<file path="src/rtl/sps_pkg.sv">
package sps_pkg;

    localparam logic [1:0] VCC_OFF = 2'b00;
    localparam logic [1:0] VCC_5V  = 2'b01;
    localparam logic [1:0] VPP_OFF = 2'b00;

    typedef enum logic [2:0] {
        PH_IDLE     = 3'd0,
        PH_EN_DRAIN = 3'd1,
        PH_EN_FALL  = 3'd2,
        PH_RAMP     = 3'd3,
        PH_RESET    = 3'd4,
        PH_POST     = 3'd5,
        PH_DN_DRAIN = 3'd6,
        PH_DN_FALL  = 3'd7
    } phase_e;

    function automatic logic phase_is_up(phase_e ph);
        return (ph == PH_EN_DRAIN) || (ph == PH_EN_FALL) || (ph == PH_RAMP) ||
               (ph == PH_RESET) || (ph == PH_POST);
    endfunction

    function automatic logic phase_is_down(phase_e ph);
        return (ph == PH_DN_DRAIN) || (ph == PH_DN_FALL);
    endfunction

endpackage

</file>
<file path="src/rtl/sps_timer.sv">
module sps_timer #(
    parameter int CNT_W = 8
) (
    input  logic             clk,
    input  logic             rst_n,
    input  logic             tick,
    input  logic             load,
    input  logic [CNT_W-1:0] load_val,
    output logic             expire
);

    typedef struct packed {
        logic [CNT_W-1:0] cnt;
    } tmr_s;

    tmr_s s_d, s_q;

    localparam logic [CNT_W-1:0] ONE = CNT_W'(1);

    assign expire = tick && (s_q.cnt == ONE);

    always_comb begin
        s_d = s_q;
        if (load) begin
            s_d.cnt = load_val;
        end else if (tick && (s_q.cnt != '0)) begin
            s_d.cnt = s_q.cnt - ONE;
        end
    end

    always_ff @(posedge clk or negedge rst_n) begin
        if (!rst_n) s_q <= '0;
        else        s_q <= s_d;
    end


    cnt_hold_chk: assert property (@(posedge clk) disable iff (!rst_n)
        (!tick && !load) |=> $stable(s_q.cnt));

endmodule

</file>
<file path="src/rtl/sps_ctrl.sv">
module sps_ctrl
    import sps_pkg::*;
#(
    parameter int CNT_W     = 8,
    parameter int LEN_DRAIN = 2,
    parameter int LEN_EFALL = 2,
    parameter int LEN_RAMP  = 2,
    parameter int LEN_RST   = 2,
    parameter int LEN_POST  = 2,
    parameter int LEN_DFALL = 2
) (
    input  logic             clk,
    input  logic             rst_n,
    input  logic             en_req,
    input  logic             dis_req,
    input  logic             expire,
    output logic             load,
    output logic [CNT_W-1:0] load_val,
    output phase_e           phase,
    output logic             ready_st
);

    typedef struct packed {
        phase_e ph;
        logic   rdy;
    } ctl_s;

    ctl_s s_d, s_q;

    function automatic logic [CNT_W-1:0] len_of(phase_e ph);
        case (ph)
            PH_EN_DRAIN, PH_DN_DRAIN: return CNT_W'(LEN_DRAIN);
            PH_EN_FALL:               return CNT_W'(LEN_EFALL);
            PH_RAMP:                  return CNT_W'(LEN_RAMP);
            PH_RESET:                 return CNT_W'(LEN_RST);
            PH_POST:                  return CNT_W'(LEN_POST);
            PH_DN_FALL:               return CNT_W'(LEN_DFALL);
            default:                  return '0;
        endcase
    endfunction

    function automatic phase_e succ(phase_e ph);
        case (ph)
            PH_EN_DRAIN: return PH_EN_FALL;
            PH_EN_FALL:  return PH_RAMP;
            PH_RAMP:     return PH_RESET;
            PH_RESET:    return PH_POST;
            PH_DN_DRAIN: return PH_DN_FALL;
            default:     return PH_IDLE;
        endcase
    endfunction

    logic abort_up, start_up;

    always_comb begin
        abort_up = dis_req && !phase_is_down(s_q.ph);
        start_up = en_req && !dis_req && (s_q.ph == PH_IDLE);
        s_d      = s_q;
        load     = 1'b0;
        load_val = '0;
        if (abort_up) begin
            s_d.ph   = PH_DN_DRAIN;
            s_d.rdy  = 1'b0;
            load     = 1'b1;
            load_val = len_of(PH_DN_DRAIN);
        end else if (start_up) begin
            s_d.ph   = PH_EN_DRAIN;
            s_d.rdy  = 1'b0;
            load     = 1'b1;
            load_val = len_of(PH_EN_DRAIN);
        end else if (expire && (s_q.ph != PH_IDLE)) begin
            s_d.ph = succ(s_q.ph);
            if (s_q.ph == PH_POST) s_d.rdy = 1'b1;
            if (succ(s_q.ph) != PH_IDLE) begin
                load     = 1'b1;
                load_val = len_of(succ(s_q.ph));
            end
        end
    end

    always_ff @(posedge clk or negedge rst_n) begin
        if (!rst_n) s_q <= '{ph: PH_IDLE, rdy: 1'b0};
        else        s_q <= s_d;
    end

    assign phase    = s_q.ph;
    assign ready_st = s_q.rdy;


    en_ignored_busy_chk: assert property (@(posedge clk) disable iff (!rst_n)
        (phase_is_down(s_q.ph) && !expire) |=> phase_is_down(s_q.ph));


    rdy_after_post_chk: assert property (@(posedge clk) disable iff (!rst_n)
        $rose(s_q.rdy) |-> ($past(s_q.ph) == PH_POST));

endmodule

</file>
<file path="src/rtl/sps_drive.sv">
module sps_drive
    import sps_pkg::*;
(
    input  phase_e     phase,
    input  logic       ready_st,
    output logic [1:0] vcc_sel,
    output logic [1:0] vpp_sel,
    output logic       card_rst,
    output logic       busy,
    output logic       ready
);

    logic powered;

    always_comb begin
        case (phase)
            PH_RAMP, PH_RESET, PH_POST: powered = 1'b1;
            PH_IDLE:                    powered = ready_st;
            default:                    powered = 1'b0;
        endcase
        vcc_sel  = powered ? VCC_5V : VCC_OFF;
        vpp_sel  = VPP_OFF;
        card_rst = (phase == PH_RESET);
        busy     = (phase != PH_IDLE);
        ready    = ready_st && (phase == PH_IDLE);
    end

endmodule

</file>
<file path="src/rtl/sock_pwr_seq.sv">
module sock_pwr_seq
    import sps_pkg::*;
#(
    parameter int T_DRAIN  = 20000,
    parameter int T_FALL   = 300000,
    parameter int T_OFF    = 100000,
    parameter int T_RISE   = 100000,
    parameter int T_SETUP  = 20000,
    parameter int T_MARGIN = 300000,
    parameter int T_RST    = 10,
    parameter int T_POST   = 20000
) (
    input  logic       clk,
    input  logic       rst_n,
    input  logic       tick_us,
    input  logic       en_req,
    input  logic       dis_req,
    output logic [1:0] vcc_sel,
    output logic [1:0] vpp_sel,
    output logic       card_rst,
    output logic       busy,
    output logic       ready
);

    localparam int LEN_EFALL = T_FALL + T_OFF;
    localparam int LEN_RAMP  = T_RISE + T_SETUP + T_MARGIN;
    localparam int MAX_A     = (LEN_EFALL > LEN_RAMP) ? LEN_EFALL : LEN_RAMP;
    localparam int MAX_B     = (T_DRAIN > T_POST) ? T_DRAIN : T_POST;
    localparam int MAX_C     = (T_FALL > T_RST) ? T_FALL : T_RST;
    localparam int MAX_AB    = (MAX_A > MAX_B) ? MAX_A : MAX_B;
    localparam int MAX_LEN   = (MAX_AB > MAX_C) ? MAX_AB : MAX_C;
    localparam int CNT_W     = $clog2(MAX_LEN + 1);

    logic             expire, load;
    logic [CNT_W-1:0] load_val;
    phase_e           phase;
    logic             ready_st;

    sps_timer #(.CNT_W(CNT_W)) u_timer (
        .clk      (clk),
        .rst_n    (rst_n),
        .tick     (tick_us),
        .load     (load),
        .load_val (load_val),
        .expire   (expire)
    );

    sps_ctrl #(
        .CNT_W     (CNT_W),
        .LEN_DRAIN (T_DRAIN),
        .LEN_EFALL (LEN_EFALL),
        .LEN_RAMP  (LEN_RAMP),
        .LEN_RST   (T_RST),
        .LEN_POST  (T_POST),
        .LEN_DFALL (T_FALL)
    ) u_ctrl (
        .clk      (clk),
        .rst_n    (rst_n),
        .en_req   (en_req),
        .dis_req  (dis_req),
        .expire   (expire),
        .load     (load),
        .load_val (load_val),
        .phase    (phase),
        .ready_st (ready_st)
    );

    sps_drive u_drive (
        .phase    (phase),
        .ready_st (ready_st),
        .vcc_sel  (vcc_sel),
        .vpp_sel  (vpp_sel),
        .card_rst (card_rst),
        .busy     (busy),
        .ready    (ready)
    );


    rst_needs_vcc_chk: assert property (@(posedge clk) disable iff (!rst_n)
        card_rst |-> (vcc_sel == VCC_5V));


    vpp_off_chk: assert property (@(posedge clk) disable iff (!rst_n)
        vpp_sel == VPP_OFF);


    abort_cuts_vcc_chk: assert property (@(posedge clk) disable iff (!rst_n)
        (dis_req && busy && vcc_sel == VCC_5V) |=> (vcc_sel == VCC_OFF && !card_rst));


    no_tick_hold_chk: assert property (@(posedge clk) disable iff (!rst_n)
        (busy && !tick_us && !dis_req) |=> $stable({vcc_sel, card_rst, busy, ready}));

endmodule

</file>
<file path="config.mk">
export PLATFORM = sky130hd
export DESIGN_NAME = sock_pwr_seq
export DESIGN_NICKNAME = d
export VERILOG_FILES = /design/src/rtl/sps_pkg.sv /design/src/rtl/sps_timer.sv /design/src/rtl/sps_ctrl.sv /design/src/rtl/sps_drive.sv /design/src/rtl/sock_pwr_seq.sv
export SDC_FILE = /design/constraint.sdc
export NUM_CORES = 1
export LEC_CHECK = 0
export BUFFER_PORTS_ARGS = -buffer_cell sky130_fd_sc_hd__buf_2
export CAP_MARGIN = 20
export CORE_MARGIN = 3
export CORE_UTILIZATION = 55
export DETAILED_ROUTE_END_ITERATION = 8
export PLACE_DENSITY = 0.77
export SYNTH_ARGS = -nofsm -noshare
export SYNTH_HDL_FRONTEND = slang
export SYNTH_HIERARCHICAL = 1
export SYNTH_SLANG_ARGS = --single-unit
</file>
<file path="constraint.sdc">
create_clock -name clk -period 7.2 [get_ports clk]
set_input_delay 1.44 -clock clk [delete_from_list [all_inputs] [get_ports clk]]
set_output_delay 1.44 -clock clk [all_outputs]
set_load 0.05 [all_outputs]
</file>
# [Word level (Yosys, flattened, before mapping)]
# Index checks and enable logic that the tools add are counted.
# Widths: inputs -> output; s select.
[word_totals] input_bits=5 ff_bits=23 out_inout_bits=7
[op_classes] n_reduce_logical=20 addsub=1 eq_ne=15 muxes=25
[ops] operator="$mux 19" count=6
[ops] operator="$pmux 19 s5" count=1
[ops] operator="$eq 3x3->1 const B" count=8
[ops] operator="$mux 3" count=7
[ops] operator="$eq 19x1->1 const B" count=1
[ops] operator="$reduce_bool 19->1" count=1
[ops] operator="$sub 19x1->19 const B" count=1
[ops] operator="$pmux 3 s5" count=1
[ops] operator="$eq 3x2->1 const B" count=4
[ops] operator="$mux 4" count=3
[ops] operator="$reduce_bool 3->1" count=4
[ops] operator="$logic_and 1x1->1" count=7
[ops] operator="$eq 3x1->1 const B" count=2
[ops] operator="$mux 1" count=6
[ops] operator="$reduce_or 3->1" count=2
[ops] operator="$logic_not 3->1" count=1
[ops] operator="$logic_not 1->1" count=2
[ops] operator="$pmux 1 s2" count=1
[ops] operator="$reduce_and 2->1" count=1
[ops] operator="$reduce_bool 2->1" count=1
[ops] operator="$logic_or 1x1->1" count=1

# [Longest topological paths before layout]
[depth] ltp_word=19 ltp_mapped=13

# [Hierarchy]
# The synthesis kept the hierarchy.
[by_module_without_submodules] mod="sps_timer" seq_area_each_um2=475.5 area_per_inst_um2=1283.7 cells_each=150 n_inst=1
[by_module_without_submodules] mod="sps_ctrl" seq_area_each_um2=100.1 area_per_inst_um2=518.0 cells_each=71 n_inst=1
[by_module_without_submodules] mod="sps_drive" seq_area_each_um2=0.0 area_per_inst_um2=81.3 cells_each=13 n_inst=1

# [Worst setup path before layout]
# Ideal clock, no wire load.
[synth_timing] path_kind="input to register" startpoint="input port tick_us" endpoint="register u_timer/s_q[5] (netlist bit)" arrival_time_ns=3.216 required_ns=7.090 n_path_buf=5 path_stages=11 setup_slack_ns=3.874 path_cell_list="clkbuf_1 nand4_1 nor3_1 buf_2 nand3_1 nand2_1 clkbuf_1 clkbuf_1 buf_1 a21oi_1 o41ai_1"
[synth_between] elab_chain_len=6 word_cells_on_any_way=11 cone_classes="mux (7); reduce/logical (4)"
[synth_lines] element="start, declared" line="sock_pwr_seq.sv:15" text="input logic tick_us,"
[synth_lines] element="$logic_and 1x1->1 *" line="sps_timer.sv:20" text="assign expire = tick && (s_q.cnt == ONE);"
[synth_lines] element="named net expire" line="sock_pwr_seq.sv:34" text="logic expire, load;"
[synth_lines] element="$logic_and 1x1->1 *" line="sps_ctrl.sv:71" text="end else if (expire && (s_q.ph != PH_IDLE)) begin"
[synth_lines] element="$mux 1 *" line="sps_ctrl.sv:71"
[synth_lines] element="$mux 1 *" line="sps_ctrl.sv:66" text="end else if (start_up) begin"
[synth_lines] element="$mux 1 *" line="sps_ctrl.sv:61" text="if (abort_up) begin"
[synth_lines] element="named net load" line="sock_pwr_seq.sv:34"
[synth_lines] element="$mux 19 / $reduce_bool 2->1 (equally long branches)"
[synth_lines] element="end signal, assigned" line="sps_timer.sv:32" text="if (!rst_n) s_q <= '0;"
[synth_lines] element="end signal, assigned" line="sps_timer.sv:33" text="else s_q <= s_d;"
[synth_lines] element="end, declared" line="sps_timer.sv:16" text="tmr_s s_d, s_q;"
# The timed path passes the listed nets; every way through them passes the cells marked *.
# A chain may end at the register's enable or synchronous reset.

# [Worst setup path in the final report]
[layout_timing] startpoint="register u_timer/s_q[8] (netlist bit)" endpoint="register u_timer/s_q[3] (netlist bit)"
[layout_between] elab_chain_len=7 word_cells_on_any_way=13 cone_classes="eq/ne (1); mux (7); reduce/logical (5)"
[layout_lines] element="$eq 19x1->1 *" line="sps_timer.sv:20"
[layout_lines] element="$logic_and 1x1->1 *" line="sps_timer.sv:20"
[layout_lines] element="named net expire" line="sock_pwr_seq.sv:34"
[layout_lines] element="$logic_and 1x1->1 *" line="sps_ctrl.sv:71"
[layout_lines] element="$mux 1 *" line="sps_ctrl.sv:71"
[layout_lines] element="$mux 1 *" line="sps_ctrl.sv:66"
[layout_lines] element="$mux 1 *" line="sps_ctrl.sv:61"
[layout_lines] element="named net load" line="sock_pwr_seq.sv:34"
[layout_lines] element="$mux 19 / $reduce_bool 2->1 (equally long branches)"
# Marked as above.

==> reports/metrics.yaml <==
floorplanning:
  start_util_pct: 59.7
  core_region_area_sq_um: 3150
  die_w_um: 64.5
  chipHeight_um: 64.5
  boundaryPins: 12
  dieArea_sq_um: 4160
  rows: 20
yosys:
  ys_seq_area_share_pct: 30.6
  ys_warn_count: 6
  synth_area_leaders: "dfrtp_1 31%, buf_4 5.6%, nor2_1 4.4%"
  synthCells: 234
  async_flop_share_pct: 100
  ys_top_cells_by_count: "23 x dfrtp_1, 22 x nor2_1, 20 x nand2_1"
  synth_cell_type_count: 60
  synth_largest_area_cell: "dfrtp_1"
  synth.most_common_cell: "dfrtp_1"
  synth_top_area_share_pct: 30.6
  syn_area_sq_um: 1880
  ys_ff_latch: 23
  avgSynthCellArea_sq_um: 8.05
  synth_edf_count: 0
  synth_flop_cell: "dfrtp_1"
sta:
  setup_ws_ps: 2820
  period_share_pct: 60.8
  maxSlewHeadroom_pct: 30.1
  fin_crit_ps: 4380
  finClkSkew_ps: 5.12
  setup_viol: 0
  worst_slew_pin_slew_ps: 1040
  rsz0062_at_grt: "false"
  fmax_mhz: 228
  hold_viol: 0
  slew_violations: 0
  fin_tns_setup_ps: 0
placement:
  post_dp_cell_area_sq_um: 1820
  io_buffers: 8
  pre_cts_slack_ps: 2660
  globalplace.congestion: 0.882
  dp_hpwl_mm: 2.75
layout:
  drive_above_1_share_pct: 10.7
  postLayoutCellArea_sq_um: 1850
  fillCellCount: 296
  fin_util_pct: 58.6
  seq_area_sq_um: 576
  syn2layout_area_growth_pct: -1.86
  diodes: 0
  multi_input_area_sq_um: 1100
  layout.nets: 232
setup_path:
  critPathMaxFanout: 27
  start_kind: "flip-flop"
  r2r_slack_ps: 2820
  crit_type: "flip-flop to flip-flop"
  crit_required_ps: 7390
  cp_data_arrival_time_ps: 4570
  reg2reg_depth: 8
  rr_startpoint: "u_timer/s_q[8]"
  critPathCaptureType: "flip-flop"
  reg2reg_to: "u_timer/s_q[3]"
detailed_routing:
  via_per_inst: 6.10
  wl_per_cell_um: 14.5
  drc: 0
  wl_mm: 3.89
  first_iter_violations: 174
  ant_nets: 0
  dr.pass1.iters: 4
  vias: 1635
global_routing:
  grt-ovfl-total: 0
  antenna_found_initial: 0
  grt_pass1_vias: 1355
  grt.total_usage_pct: 19.4
  grt_pass1_wl_mm: 6.56
  grt_max_degree: 28
clocking:
  clockBufferDepth: 2
  cts_resized: 0
  cts_tree: "yes"
  clockRootBuffer: "clkbuf_4"
  numCtsBuffers: 3
  h-tree-depth: 1
  clock-sinks: 23
  clkTransAtPathRegs_ps: 130
  worstSkewPairLatency_ps: 310
  postCtsHoldBufs: 0
  post_cts_buffers: 0
job:
  maxCapViolations: 0
power_and_ir_drop:
  p_leak_uw: 0.000748
  p_per_area_nw_per_um2: 238
  peakVddDrop_v: 0.000142
min_path:
  hold_start: "u_timer/s_q[5]"
  hold_path.class: "flip-flop to flip-flop"
  hold_end: "u_timer/s_q[5]"
  holdPathStages: 1
outcome:
  status: "completed"
## area by class of cell
class	count	area share (%)
Clock buffer	3	1.22
Inverter	10	2.03
Timing Repair Buffer	9	2.57
Multi-Input combinational cell	178	59.8
Sequential cell	23	31.1
Tap cell	44	2.98
Clock inverter	1	0.271
## metal layers
layer / vias to the layer above / global-route usage [%] / wire length, um
met5: - / 0 / 0
met4: 0 / 3.96 / 15
met3: 2 / 2.60 / 198
met2: 45 / 28.6 / 1650
met1: 751 / 30.0 / 2020
li1: 837 / - / -
## placed cells by master, fill, tap and decap left out, types with 3 or more instances in the layout
master and count:
nor2_1 22, or4_1 8, nand2_1 20, nor4_1 4, or3_1 4, a31oi_1 8
nor2b_1 3, inv_1 10, o41ai_1 5, o21ai_0 8, nor3b_1 4, o31ai_1 5
clkbuf_4 3, nand2b_1 6, nand3_1 9, nand4_1 6, nor3_1 5, dfrtp_1 23
a21oi_1 11, conb_1 7, buf_2 8
## worst max path at each step
stage / from / endpoint / slack, ps / cells after the start
after CTS: u_timer/s_q[8] / u_timer/s_q[3] / 2890 / 8
after global placement: tick_us / u_timer/s_q[3] / 2760 / 8
final: u_timer/s_q[8] / u_timer/s_q[3] / 2820 / 8
after floorplan: tick_us / u_timer/s_q[5] / 3870 / 11
after global routing: u_timer/s_q[8] / u_timer/s_q[4] / 2460 / 9
after detailed placement: tick_us / u_timer/s_q[3] / 2660 / 8
## through the flow
stage / total power (uW) / cells / hold WS [ps]
floorplan: 349 / 239 / 458
global placement: 373 / 264 / 490
detailed placement: 378 / 264 / 488
CTS: 440 / 268 / 509
global route: 474 / 268 / 557
finish: 441 / 268 / 515
## sequential cells by signal (all words and copies together), names as in the netlist
signal	cells
u_ctrl/phase	3
u_timer/s_q	19
u_ctrl/ready_st	1
## worst max-delay path, cell delays in order (launching register included)
cell and delay, ps:
dfrtp_1 500, or4_4 630, or3_4 430, nor3_1 860, nand3_1 140, nand2_1 630
inv_1 550, a311oi_1 390, o21ai_0 130
## cells by family (layout without fill, tap and decap cells)
logic type      after synthesis  count (layout)  share of synthesized area (%)
flops                        23              23                           30.6
mux                           1               1                          0.532
fa+ha+maj                     2               2                           1.33
buf+inv                      38              23                           11.8
compound gates               60              60                           23.1
simple gates                107             107                           31.8
other cells                   2               7                          0.399
xor+xnor                      1               1                          0.465
## power breakdown
part	switching (uW)	internal (uW)	total [uW]
combinational	88.9	66.4	155
sequential	55.4	169	224
clock	40.6	20.8	61.3
Power figures use the tool's default switching activity.
